===== src/rtl/refclk_pkg.sv =====
package refclk_pkg;
  typedef enum logic [1:0] {
    DUTY_OFF  = 2'd0,
    DUTY_Q1   = 2'd1,
    DUTY_HALF = 2'd2,
    DUTY_Q3   = 2'd3
  } duty_e;

  typedef enum logic [1:0] {
    PIN_IDLE,
    PIN_QUARTER,
    PIN_REF
  } pin_src_e;
endpackage


===== src/rtl/refclk_phase.sv =====
module refclk_phase #(
  parameter int DIV_W = 3,
  localparam int CNT_W = (1 << DIV_W) - 1
) (
  input  logic             clk,
  input  logic             rst,
  input  logic             sleep,
  input  logic             en,
  input  logic [DIV_W-1:0] div_sel,
  input  logic [1:0]       duty_sel,
  output logic             run,
  output logic [CNT_W-1:0] cnt,
  output logic [DIV_W-1:0] div_a,
  output logic [1:0]       duty_a
);
  logic [CNT_W:0]   span;
  logic [CNT_W-1:0] last;
  logic             wrap;

  assign span = {{CNT_W{1'b0}}, 1'b1} << div_a;
  assign last = CNT_W'(span - 1'b1);
  assign wrap = !run || (cnt == last);

  always_ff @(posedge clk) begin
    if (rst) begin
      run    <= 1'b0;
      cnt    <= '0;
      div_a  <= '0;
      duty_a <= '0;
    end else if (!sleep) begin
      if (!en) begin
        run    <= 1'b0;
        cnt    <= '0;
        div_a  <= div_sel;
        duty_a <= duty_sel;
      end else begin
        run <= 1'b1;
        if (wrap) begin
          cnt    <= '0;
          div_a  <= div_sel;
          duty_a <= duty_sel;
        end else begin
          cnt <= cnt + 1'b1;
        end
      end
    end
  end

  p_cnt_in_range_r1: assert property (@(posedge clk) disable iff (rst)
    cnt <= last);
  p_sleep_freeze_r10: assert property (@(posedge clk) disable iff (rst)
    (sleep && !rst) |=> $stable(cnt) && $stable(run));
  p_mid_period_hold_r11: assert property (@(posedge clk) disable iff (rst)
    (run && en && !sleep && !rst && cnt != last) |=> $stable(div_a) && $stable(duty_a));
  p_reset_stop_r5: assert property (@(posedge clk)
    rst |=> !run && cnt == '0);
endmodule


===== src/rtl/refclk_shape.sv =====
module refclk_shape
  import refclk_pkg::*;
#(
  parameter int DIV_W = 3,
  localparam int CNT_W = (1 << DIV_W) - 1
) (
  input  logic             clk,
  input  logic             rst,
  input  logic             clk_g,
  input  logic             run,
  input  logic [CNT_W-1:0] cnt,
  input  logic [DIV_W-1:0] div_a,
  input  logic [1:0]       duty_a,
  output logic             ref_clk
);
  logic [CNT_W:0] thresh;
  logic           ph;
  duty_e          duty;

  assign duty   = duty_e'(duty_a);
  assign ph     = cnt[0];
  assign thresh = {{(CNT_W-1){1'b0}}, duty_a} << (div_a - DIV_W'(2));

  always_comb begin
    ref_clk = 1'b0;
    if (run && duty != DUTY_OFF) begin
      if (div_a == '0) begin
        ref_clk = clk_g;
      end else if (div_a == DIV_W'(1)) begin
        case (duty)
          DUTY_Q1:   ref_clk = !ph && clk_g;
          DUTY_HALF: ref_clk = !ph;
          default:   ref_clk = !ph || clk_g;
        endcase
      end else begin
        ref_clk = ({1'b0, cnt} < thresh);
      end
    end
  end

  p_duty_off_low_r2: assert property (@(posedge clk) disable iff (rst)
    (duty_a == 2'd0) |-> !ref_clk);
  p_period_starts_high_r1: assert property (@(posedge clk) disable iff (rst)
    (run && div_a >= DIV_W'(2) && cnt == '0 && duty_a != 2'd0) |-> ref_clk);
  p_stopped_low_r6: assert property (@(posedge clk) disable iff (rst)
    !run |-> !ref_clk);
endmodule


===== src/rtl/refclk_pin.sv =====
module refclk_pin
  import refclk_pkg::*;
#(
  parameter int QDIV_W = 2
) (
  input  logic clk,
  input  logic rst,
  input  logic sleep,
  input  logic ref_clk,
  input  logic run,
  input  logic pin_oe,
  input  logic clkout_en,
  input  logic osc_xtal,
  output logic pin_data,
  output logic pin_drive
);
  logic [QDIV_W-1:0] qcnt;
  logic              quarter;
  pin_src_e          src;

  always_ff @(posedge clk) begin
    if (rst)         qcnt <= '0;
    else if (!sleep) qcnt <= qcnt + 1'b1;
  end

  assign quarter = !qcnt[QDIV_W-1];

  always_comb begin
    if (osc_xtal)          src = PIN_IDLE;
    else if (clkout_en)    src = PIN_QUARTER;
    else if (run && pin_oe) src = PIN_REF;
    else                   src = PIN_IDLE;
  end

  always_comb begin
    case (src)
      PIN_QUARTER: begin pin_drive = 1'b1; pin_data = quarter; end
      PIN_REF:     begin pin_drive = 1'b1; pin_data = ref_clk; end
      default:     begin pin_drive = 1'b0; pin_data = 1'b0;    end
    endcase
  end

  p_xtal_silent_r9: assert property (@(posedge clk) disable iff (rst)
    osc_xtal |-> !pin_drive && !pin_data);
  p_clkout_owns_pin_r8: assert property (@(posedge clk) disable iff (rst)
    (clkout_en && !osc_xtal) |-> pin_drive);
  p_quarter_turns_r8: assert property (@(posedge clk) disable iff (rst)
    (!sleep && !rst && qcnt[0]) |=> $changed(qcnt[QDIV_W-1]));
  p_drive_needs_oe_r7: assert property (@(posedge clk) disable iff (rst)
    (!clkout_en && !pin_oe) |-> !pin_drive);
endmodule


===== src/rtl/refclk_div.sv =====
module refclk_div #(
  parameter int DIV_W = 3
) (
  input  logic             clk,
  input  logic             rst,
  input  logic             sleep,
  input  logic             en,
  input  logic             pin_oe,
  input  logic [DIV_W-1:0] div_sel,
  input  logic [1:0]       duty_sel,
  input  logic             slew_lim_in,
  input  logic             clkout_en,
  input  logic             osc_xtal,
  output logic             ref_clk,
  output logic             pin_data,
  output logic             pin_drive,
  output logic             slew_lim_out
);
  localparam int CNT_W = (1 << DIV_W) - 1;

  logic             run;
  logic [CNT_W-1:0] cnt;
  logic [DIV_W-1:0] div_a;
  logic [1:0]       duty_a;
  logic             clk_g;

  assign clk_g        = clk && !sleep;
  assign slew_lim_out = slew_lim_in;

  refclk_phase #(.DIV_W(DIV_W)) u_phase (
    .clk(clk), .rst(rst), .sleep(sleep), .en(en),
    .div_sel(div_sel), .duty_sel(duty_sel),
    .run(run), .cnt(cnt), .div_a(div_a), .duty_a(duty_a)
  );

  refclk_shape #(.DIV_W(DIV_W)) u_shape (
    .clk(clk), .rst(rst), .clk_g(clk_g), .run(run), .cnt(cnt),
    .div_a(div_a), .duty_a(duty_a), .ref_clk(ref_clk)
  );

  refclk_pin #(.QDIV_W(2)) u_pin (
    .clk(clk), .rst(rst), .sleep(sleep), .ref_clk(ref_clk), .run(run),
    .pin_oe(pin_oe), .clkout_en(clkout_en), .osc_xtal(osc_xtal),
    .pin_data(pin_data), .pin_drive(pin_drive)
  );

  p_slew_pass_r12: assert property (@(posedge clk) disable iff (rst)
    slew_lim_out == slew_lim_in);
endmodule


===== config.mk =====
export PLATFORM = sky130hd
export DESIGN_NAME = refclk_div
export DESIGN_NICKNAME = d
export VERILOG_FILES = /design/src/rtl/refclk_pkg.sv /design/src/rtl/refclk_phase.sv /design/src/rtl/refclk_shape.sv /design/src/rtl/refclk_pin.sv /design/src/rtl/refclk_div.sv
export SDC_FILE = /design/constraint.sdc
export NUM_CORES = 1
export LEC_CHECK = 0
export BUFFER_PORTS_ARGS = -buffer_cell sky130_fd_sc_hd__buf_4
export CORE_ASPECT_RATIO = 0.6
export CORE_MARGIN = 2
export CORE_UTILIZATION = 40
export CTS_CLUSTER_SIZE = 8
export DETAILED_ROUTE_END_ITERATION = 10
export HOLD_SLACK_MARGIN = 0.08
export SKIP_LAST_GASP = 1
export SLEW_MARGIN = 20
export SYNTH_ARGS = -nofsm -noshare
export SYNTH_HDL_FRONTEND = slang
export SYNTH_SLANG_ARGS = --single-unit

===== constraint.sdc =====
create_clock -name clk -period 2.44 [get_ports clk]
set_input_delay 0 -clock clk [delete_from_list [all_inputs] [get_ports clk]]
set_output_delay 0 -clock clk [all_outputs]
set_load 0.02 [all_outputs]

# ---- Word-level counts from Yosys, hierarchy flattened
# Index checks and enable logic that the tools add are counted.
# Widths: inputs -> output; s select.
dict set report totals {
  output_inout_bits 4
  reg_bits 15
  in_bits 13
  elab_cells 50
}
dict set report classes {
  n_bitwise 1
  order_cmp 1
  n_shift 2
  mux 16
  reduce_logical 14
  eq_ne 7
  add_sub_neg 4
}
# operator count
set ops {}
lappend ops {{$mux 7} 2}
lappend ops {{$mux 2} 5}
lappend ops {{$lt 7x8->1} 1}
lappend ops {{$shl 2x3->8} 1}
lappend ops {{$add 7x1->7 const B} 1}
lappend ops {{$eq 7x7->1} 1}
lappend ops {{$shl 1x3->7 const A} 1}
lappend ops {{$sub 7x1->7 const B} 1}
lappend ops {{$mux 3} 2}
lappend ops {{$mux 1} 5}
lappend ops {{$eq 2x1->1 const B} 2}
lappend ops {{$eq 2x2->1 const B} 2}
lappend ops {{$logic_and 1x1->1} 4}
lappend ops {{$logic_not 1->1} 4}
lappend ops {{$pmux 1 s2} 2}
lappend ops {{$eq 3x1->1 const B} 1}
lappend ops {{$logic_not 3->1} 1}
lappend ops {{$sub 3x2->3 const B} 1}
lappend ops {{$add 2x1->2 const B} 1}
lappend ops {{$logic_or 1x1->1} 2}
lappend ops {{$ne 2x1->1 const B} 1}
lappend ops {{$reduce_and 2->1} 1}
lappend ops {{$reduce_bool 2->1} 1}
lappend ops {{$reduce_or 2->1} 1}
lappend ops {{$not 1->1} 1}

# ---- Logic depth before layout (Yosys ltp)
# Gate-level depths: netlist (run 1).
dict set report logic_depth {
  ltp_word 8
  mapped_depth 11
  ltp_nobuf 10
}

# ---- Cells and area by module
# A second synthesis (run 1) with hierarchy kept.
dict set report unflattened {
  hier_cells 141
  area_unflattened_um2 1184.9
}
# module cells_per_inst seq_area_each_um2 area_each_um2 n_inst
set by_module_without_submodules {}
lappend by_module_without_submodules {refclk_phase 84 260.2 748.2 1}
lappend by_module_without_submodules {refclk_shape 43 0.0 311.5 1}
lappend by_module_without_submodules {refclk_pin 12 40.0 103.8 1}
lappend by_module_without_submodules {refclk_div 2 0.0 21.3 1}

==> results of run 1 <==
-- sequential cells by signal (all words and copies together), names as in the netlist --
signal and count:
u_phase.cnt 7, u_phase.div_a 3, u_phase.duty_a 2, u_phase.run 1, u_pin.qcnt 2
-- power breakdown --
part           internal, mW  switching [mW]  total [mW]
registers             0.257          0.0115       0.268
clock network         0.403           0.189       0.592
logic                 0.130           0.133       0.263
-- stage by stage --
| stage | cells | instance area [sq um] | TNS, ns | utilization |
|---|---|---|---|---|
| 6_report | 243 | 2030 | -0.0344 | 0.693 |
| 5_1_grt | 243 | 2030 | -0.114 | 0.693 |
| 4_1_cts | 241 | 1940 | -0.0498 | 0.664 |
| 3_5_place_dp | 202 | 1440 | 0 | 0.491 |
| 3_3_place_gp | 202 | 1440 | 0 | 0.491 |
| 2_1_floorplan | 149 | 1280 | 0 | - |
-- layout make-up --
cell class	instances	area [sq um]
Inverter	6	22.5
Fill cell	225	900
Sequential cell	15	307
Clock buffer	18	213
Timing Repair Buffer	39	353
Clock inverter	3	51.3
Tap cell	42	52.6
Multi-Input combinational cell	120	1030
-- path summary, 6_finish.rpt --
| kind | from | to | slack [ns] |
|---|---|---|---|
| hold reg to reg | u_pin.qcnt[0]$_SDFFE_PP0N_ | u_pin.qcnt[0]$_SDFFE_PP0N_ | 0.49 |
| setup reg to reg | u_phase.div_a[0]$_SDFFE_PP0P_ | u_phase.div_a[2]$_SDFFE_PP0P_ | 0.24 |
| hold / removal | sleep | u_pin.qcnt[0]$_SDFFE_PP0N_ | 0.1 |
| setup / recovery | clk | pin_data | -0.03 |
-- cell families (layout without fill, tap and decap cells) --
logic type / Yosys count / after routing / share of synthesized area
adders and majority gates: 14 / 14 / 0.139
and+or+nand+nor: 62 / 62 / 0.272
xor gates and xnor gates: 13 / 13 / 0.101
muxes: 8 / 8 / 0.0645
AOI/OAI and AO/OA: 23 / 23 / 0.134
buffers and inverters: 14 / 66 / 0.0516
DFF: 15 / 15 / 0.238
-- cells in the mapped netlist, types with 2 or more instances --
cell type	instances	area [sq um]
sky130_fd_sc_hd__nand2_1	9	33.8
sky130_fd_sc_hd__o21ai_0	2	10.0
sky130_fd_sc_hd__clkbuf_1	5	18.8
sky130_fd_sc_hd__ha_1	14	175
sky130_fd_sc_hd__xor2_1	4	35.0
sky130_fd_sc_hd__nand2b_1	13	81.3
sky130_fd_sc_hd__a21o_1	2	15.0
sky130_fd_sc_hd__nor3_1	7	35.0
sky130_fd_sc_hd__mux2i_1	7	70.1
sky130_fd_sc_hd__nand3_1	6	30.0
sky130_fd_sc_hd__dfxtp_1	15	300
sky130_fd_sc_hd__inv_1	6	22.5
sky130_fd_sc_hd__xnor2_1	8	70.1
sky130_fd_sc_hd__nor3b_1	4	30.0
sky130_fd_sc_hd__nor4_1	2	12.5
sky130_fd_sc_hd__nor2_1	8	30.0
sky130_fd_sc_hd__a21oi_1	9	45.0
sky130_fd_sc_hd__or4_1	2	15.0
sky130_fd_sc_hd__nor2b_1	6	37.5
-- worst max-delay path, stage by stage --
cell	delay, ns
sky130_fd_sc_hd__clkbuf_8	0.12
sky130_fd_sc_hd__nor2b_4	0.13
sky130_fd_sc_hd__clkbuf_8	0.15
sky130_fd_sc_hd__nor4_4	0.21
sky130_fd_sc_hd__clkbuf_8	0.17
sky130_fd_sc_hd__clkbuf_8	0.12
sky130_fd_sc_hd__or4_4	0.12
sky130_fd_sc_hd__o32ai_2	0.08
sky130_fd_sc_hd__buf_4	0.16
-- routing by layer --
layer	wire length, microns	vias up
met4	99	0
li1	-	628
met1	1810	607
met5	0	-
met3	294	12
met2	1730	42
-- what timing repair did --
action / in CTS / in global routing
endpoints found under the hold margin: 16 / 0
setup endpoints to repair: 3 / 3
pin swaps: 9 / 2
hold buffers: 16 / 0
setup buffers: 6 / 2
cloned: 0 / 0
gates resized for setup: 16 / 14
==> impl_results.rst, run 1 <==
.. list-table::
   :header-rows: 1

   * - Metric
     - Value
   * - Result of the run
     - complete, but fails checks
   * - Failing checks
     - setup timing
   * - Path class of the lowest-slack min-delay path
     - in -> reg
   * - Final Hold Violating Endpoints
     - 0
   * - Start-to-end type of the worst setup path
     - clk -> out
   * - Share of post-route cells with drive strength above 1
     - 0.338
   * - Most used DFF post-synth
     - sky130_fd_sc_hd__dfxtp_1
   * - Number of antenna violations at the first check in global routing
     - 0
   * - Most frequent cells in the layout
     - sky130_fd_sc_hd__buf_4 (24), sky130_fd_sc_hd__dlygate4sd3_1 (16), sky130_fd_sc_hd__nand2b_1 (13), sky130_fd_sc_hd__clkbuf_8 (13), sky130_fd_sc_hd__dfxtp_1 (12)
   * - DR vias
     - ~1300
   * - # nets final
     - 226
   * - Relative slew slack
     - 0.782
   * - Static leakage
     - between 0.8 and 0.9 nW
   * - Count of input and output buffers
     - 14
   * - Post-route DRC violation count
     - 0
   * - Crit end category
     - output port
   * - Distinct cells, synth
     - 39
   * - Final worst setup slack
     - -0.0344 ns
   * - Hold path cells
     - 3
   * - Post-Syn Area
     - 1260 sq um
   * - Worst-skew pair later-pin latency
     - 0.36 ns
   * - Design Power
     - ~1.1 mW
   * - Number of design-rule violations left by the first detailed-router iteration
     - 52
   * - Peak supply drop
     - 0.286 mV
   * - Count of pins over their slew limit
     - 0
   * - Mapped Cells
     - 149
   * - Total global routing track utilization
     - 0.242
   * - Antenna diodes
     - 0
   * - Setup repair after global routing missed its margin
     - true
   * - Core area
     - between 2000 and 3000 sq um
   * - Power per cell area
     - 554 nW/um^2
   * - Critical path fanouts, max
     - 2
   * - Final hold slack
     - 0.0983 ns
   * - Met1 demand-to-capacity share in global routing
     - 0.256
   * - Number of nets in the synthesized netlist
     - ~180
   * - Met2 track demand over resource in global routing
     - 0.338
   * - Placement Rows
     - 15
   * - Maximum clock skew at final layout
     - 0.00206 ns
   * - Number of enable-type register cells in the synthesized netlist
     - 0
   * - Routed Antenna Nets
     - 0
   * - Sequential share of the synthesized area
     - 0.238
   * - Pre-CTS setup slack
     - ~0.27 ns
   * - Final weighted congestion in routability-driven placement
     - 0.903
   * - Most common cell after layout, fill and taps aside
     - sky130_fd_sc_hd__buf_4
   * - Met3 routing resource usage after global routing
     - 0.172
   * - DIE AREA
     - about 3600 sq um
   * - DRT Wirelength
     - 3.93 mm
   * - Via/cell ratio
     - 5.30
   * - Half-perimeter wire length of the detailed placement result
     - 2.19 mm
   * - Clock transition at path regs
     - 0.06 ns
   * - #FFs+latches synth
     - 15
   * - Cells on worst reg2reg path
     - 8
   * - Worst Path Required
     - 2.44 ns
   * - Overflow left after global routing
     - 0
   * - Vertical die dimension
     - 47.5 microns
   * - Wire length of the first global-routing pass
     - 6.04 mm
   * - Synth warnings
     - 0
   * - Die outline width
     - 76.5 microns
   * - Area grow syn2layout
     - 60.8%
   * - Most used routing layer
     - met2
   * - Final-report setup violation count
     - 1
   * - Initial cell density of the core
     - 0.431
   * - CTS tree
     - built
   * - Final routed wire length divided by cell count
     - 16.2 microns
   * - Number of search-and-repair iterations in the first detailed-routing pass
     - 5
   * - Number of maximum-capacitance violations
     - 0
   * - Vias in the first global route
     - 1282
   * - Worst-Margin Slew
     - 0.327 ns
   * - Largest net degree at the start of global routing
     - 21
   * - Ys async rst share
     - 0
   * - Arrival time of data at the critical path endpoint
     - 2.47 ns
   * - Nature of the critical path startpoint
     - clock port
   * - Number of placed I/O pins
     - 17
   * - Average size of a mapped cell
     - 8.46 sq um
Note: power is estimated with default switching activity, not from simulation.
==> inputs of run 2 (changes only) <==
--- a/config.mk
+++ b/config.mk
@@ -6,14 +6,18 @@
 export NUM_CORES = 1
 export LEC_CHECK = 0
 export BUFFER_PORTS_ARGS = -buffer_cell sky130_fd_sc_hd__buf_4
+export CELL_PAD_IN_SITES_DETAIL_PLACEMENT = 1
+export CELL_PAD_IN_SITES_GLOBAL_PLACEMENT = 1
 export CORE_ASPECT_RATIO = 0.6
 export CORE_MARGIN = 2
-export CORE_UTILIZATION = 40
+export CORE_UTILIZATION = 38
 export CTS_CLUSTER_SIZE = 8
 export DETAILED_ROUTE_END_ITERATION = 10
 export HOLD_SLACK_MARGIN = 0.08
+export PLACE_DENSITY_LB_ADDON = 0.1
 export SKIP_LAST_GASP = 1
 export SLEW_MARGIN = 20
 export SYNTH_ARGS = -nofsm -noshare
 export SYNTH_HDL_FRONTEND = slang
 export SYNTH_SLANG_ARGS = --single-unit
+export TNS_END_PERCENT = 20
==> run 2 against run 1 <==
  * The run still ends with setup timing left
  * Total power is 2.4% lower
  * Largest power group unchanged
  * Critical endpoint unchanged
  * Clock skew is 0.0038 ns higher
  * Critical path depth stayed put
==> impl_results.rst, run 2 (synthesis results as in run 1) <==
.. list-table::
   :header-rows: 1

   * - Metric
     - Value
   * - Result of the run
     - complete, but fails checks
   * - Failing checks
     - setup timing
   * - Die outline width
     - 78.4 microns (+2.5%)
   * - Number of design-rule violations left by the first detailed-router iteration
     - 41 (-21%)
   * - Total Negative Setup Slacks
     - -0.108 ns (-0.0734 ns)
   * - Maximum clock skew at final layout
     - 0.00582 ns (+0.00376 ns)
   * - Switching power of the nets
     - 356 uW (+6.8%)
   * - CTS tree
     - built
   * - Largest net degree at the start of global routing
     - 21 (unchanged)
   * - Post-route DRC violation count
     - 0 (unchanged)
   * - Initial cell density of the core
     - 0.391 (-0.0395)
   * - Half-perimeter wire length of the detailed placement result
     - 2.52 mm (+15%)
   * - Setup repair after global routing missed its margin
     - true
   * - Met3 wire length
     - 249 microns (-15%)
   * - DIE AREA
     - 3810 sq um (+4.9%)
   * - Worst Path Required
     - 2.44 ns (about the same)
   * - Overflow left after global routing
     - 0 (unchanged)
   * - Number of maximum-capacitance violations
     - 0 (unchanged)
   * - Core area
     - 3220 sq um (+10%)
   * - Path class of the lowest-slack min-delay path
     - in -> reg
   * - Met2 wirelength from detailed routing
     - 2.35 mm (+36%)
   * - Total routed wire length on the met1 layer
     - 2.22 mm (+23%)
   * - Static leakage
     - 0.837 nW (-3.4%)
   * - Via/cell ratio
     - 5.58 (+5.2%)
   * - Largest stage delay on the critical path
     - 0.40 ns (+0.19 ns)
   * - Peak supply drop
     - 0.250 mV (-13%)
   * - Number of search-and-repair iterations in the first detailed-routing pass
     - 4 (-1)
   * - Post-detailed-placement cell area
     - 1450 sq um (+0.70%)
   * - Largest Register
     - u_phase.cnt
   * - Routed Antenna Nets
     - 0 (unchanged)
   * - Vertical die dimension
     - 48.6 microns (+2.4%)
   * - # nets final
     - 223 (-1.3%)
   * - Count of pins over their slew limit
     - 0 (unchanged)
   * - Most common cell after layout, fill and taps aside
     - sky130_fd_sc_hd__buf_4
   * - Antenna diodes
     - 0 (unchanged)
   * - DRT Wirelength
     - 5.03 mm (+28%)
   * - Share of post-route cells with drive strength above 1
     - 0.354 (+0.0152)
   * - Most frequent cells in the layout
     - sky130_fd_sc_hd__buf_4 (28), sky130_fd_sc_hd__nand2b_1 (13), sky130_fd_sc_hd__clkbuf_8 (12), sky130_fd_sc_hd__dlygate4sd3_1 (12), sky130_fd_sc_hd__dfxtp_1 (11)
   * - Nature of the critical path startpoint
     - flop
   * - Final Hold Violating Endpoints
     - 0 (unchanged)
   * - Final worst setup slack
     - -0.0838 ns (-0.0494 ns)
   * - Relative slew slack
     - 0.779 (-0.00298)
   * - Leading registers by flop count
     - u_phase.cnt: 7 flops, u_phase.div_a: 3 flops
   * - DR vias
     - 1356 (+5.2%)
   * - Post-route standard cell area excluding fillers
     - 1980 sq um (-2.2%)
   * - Number of filler instances in the final layout
     - 367 (+63%)
   * - Area of all sequential standard cells
     - 310 sq um (+1.2%)
   * - Final weighted congestion in routability-driven placement
     - 0.875 (-3.2%)
   * - Fraction of power consumed by sequential logic
     - 0.248 (+0.009)
   * - Cell-internal power
     - 741 uW (-6.2%)
   * - Placement Rows
     - 16 (+1)
   * - Pre-CTS setup slack
     - 0.162 ns (-0.106 ns)
   * - Critical path fanouts, max
     - 7 (+5)
   * - Top routing layer in use
     - met4
   * - Worst-Margin Slew
     - 0.331 ns (+0.00488 ns)
   * - Clock transition at path regs
     - 0.07 ns (about the same)
   * - Final clock period utilization by the worst path
     - 1.03
   * - Final period demand of the worst path
     - 2.52 ns
   * - Total global routing track utilization
     - 0.263 (+0.0211)
   * - Area occupied by multi-input gates
     - 1050 sq um (+2.3%)
   * - Start-to-end type of the worst setup path
     - reg -> out
   * - Worst-skew pair later-pin latency
     - 0.36 ns (about the same)
   * - Vias in the first global route
     - 1410 (+10%)
   * - Area grow syn2layout
     - 57.2%
   * - Number of placed I/O pins
     - 17 (unchanged)
   * - Cell-by-cell trace of the critical path
     - mux2_4 > nand3_4 > ha_4 > o211ai_1 > a31oi_1 > o2111ai_1 > a21oi_2 > o32ai_2 > buf_4
   * - Wire length of the first global-routing pass
     - 7.13 mm (+18%)
   * - Master of the slowest instance on the critical path
     - sky130_fd_sc_hd__dfxtp_4
   * - Part of the power in the clock network
     - 0.510 (-0.017)
   * - Number of antenna violations at the first check in global routing
     - 0 (unchanged)
   * - Power per cell area
     - 553 nW/um^2 (-0.14%)
   * - Fmax
     - 396 MHz
   * - Comb pwr share
     - 0.242 (+0.008)
   * - Final-report setup violation count
     - 3 (+2)
   * - Finished Core Util
     - 0.615 (-0.0774)
   * - Arrival time of data at the critical path endpoint
     - 2.52 ns (+0.05 ns)
   * - Sw Ratio
     - 0.325 (+0.0279)
   * - Crit end category
     - output port
   * - Final routed wire length divided by cell count
     - 20.7 microns (+28%)
   * - Design Power
     - 1.10 mW (-2.4%)
   * - Count of input and output buffers
     - 14 (unchanged)
   * - Max FFs per register
     - 7 (unchanged)
[run 2: cell types whose count changed in the layout (fill, tap and decap cells not counted), sizes merged]
cell,previous run,this run
buf,27,29
bufinv,2,1
clkinv,0,1
dlygate4sd3,16,12
inv,7,6
[run 2: metrics by stage]
step	std cells	hold slack, ns
floorplan	149	0.0798
global placement	207	0.000236
detailed placement	207	0.000236
CTS	239	0.0985
global route	243	0.148
finish	243	0.130
[run 2: layout make-up]
| class | instances | share of cell area |
|---|---|---|
| Timing Repair Buffer | 36 | 0.153 |
| Inverter | 6 | 0.0139 |
| Multi-Input combinational cell | 120 | 0.531 |
| Clock inverter | 2 | 0.0107 |
| Clock buffer | 19 | 0.106 |
| Tap cell | 45 | 0.0284 |
| Sequential cell | 15 | 0.156 |
[run 2: repair_timing]
| action | CTS | global route |
|---|---|---|
| setup endpoints to repair | 3 | 4 |
| pin swaps | 6 | 11 |
| resized for setup | 14 | 20 |
| setup buffers | 3 | 5 |
| endpoints found under the hold margin | 16 | 0 |
| hold buffers | 12 | 0 |
[run 2: worst paths after layout]
kind                                 startpoint                          end  slack [ns]  cells past startpoint
setup / recovery  u_phase.div_a[0]$_SDFFE_PP0P_                     pin_data       -0.08                      9
hold / removal                            sleep  u_phase.cnt[0]$_SDFFE_PP0N_        0.13                      4
setup reg to reg  u_phase.div_a[0]$_SDFFE_PP0P_  u_phase.cnt[1]$_SDFFE_PP0N_        0.10                      7
hold reg to reg      u_pin.qcnt[0]$_SDFFE_PP0N_   u_pin.qcnt[0]$_SDFFE_PP0N_        0.56                      2
[run 2: routing by layer]
metal  up-vias  GRT usage
met2        53      0.386
met5         -          0
met3        20      0.112
met1       662      0.290
li1        621          -
met4         0      0.234
[run 2: power groups by stage]
stage	sequential, mW	combinational [mW]	clock [mW]
final	0.272	0.265	0.560
after global routing	0.273	0.281	0.583
after CTS	0.270	0.230	0.575
after detailed placement	0.274	0.191	0.0279
after global placement	0.273	0.185	0.0279
after floorplan	0.271	0.133	0.0255
[run 2: critical path, delay by kind of cell (launching register included)]
| family | cells | cell delay (ns) |
|---|---|---|
| AOI/OAI and AO/OA | 5 | 0.94 |
| adders and majority gates | 1 | 0.20 |
| buffers and inverters | 1 | 0.19 |
| DFF | 1 | 0.40 |
| muxes | 1 | 0.35 |
| and+or+nand+nor | 1 | 0.08 |
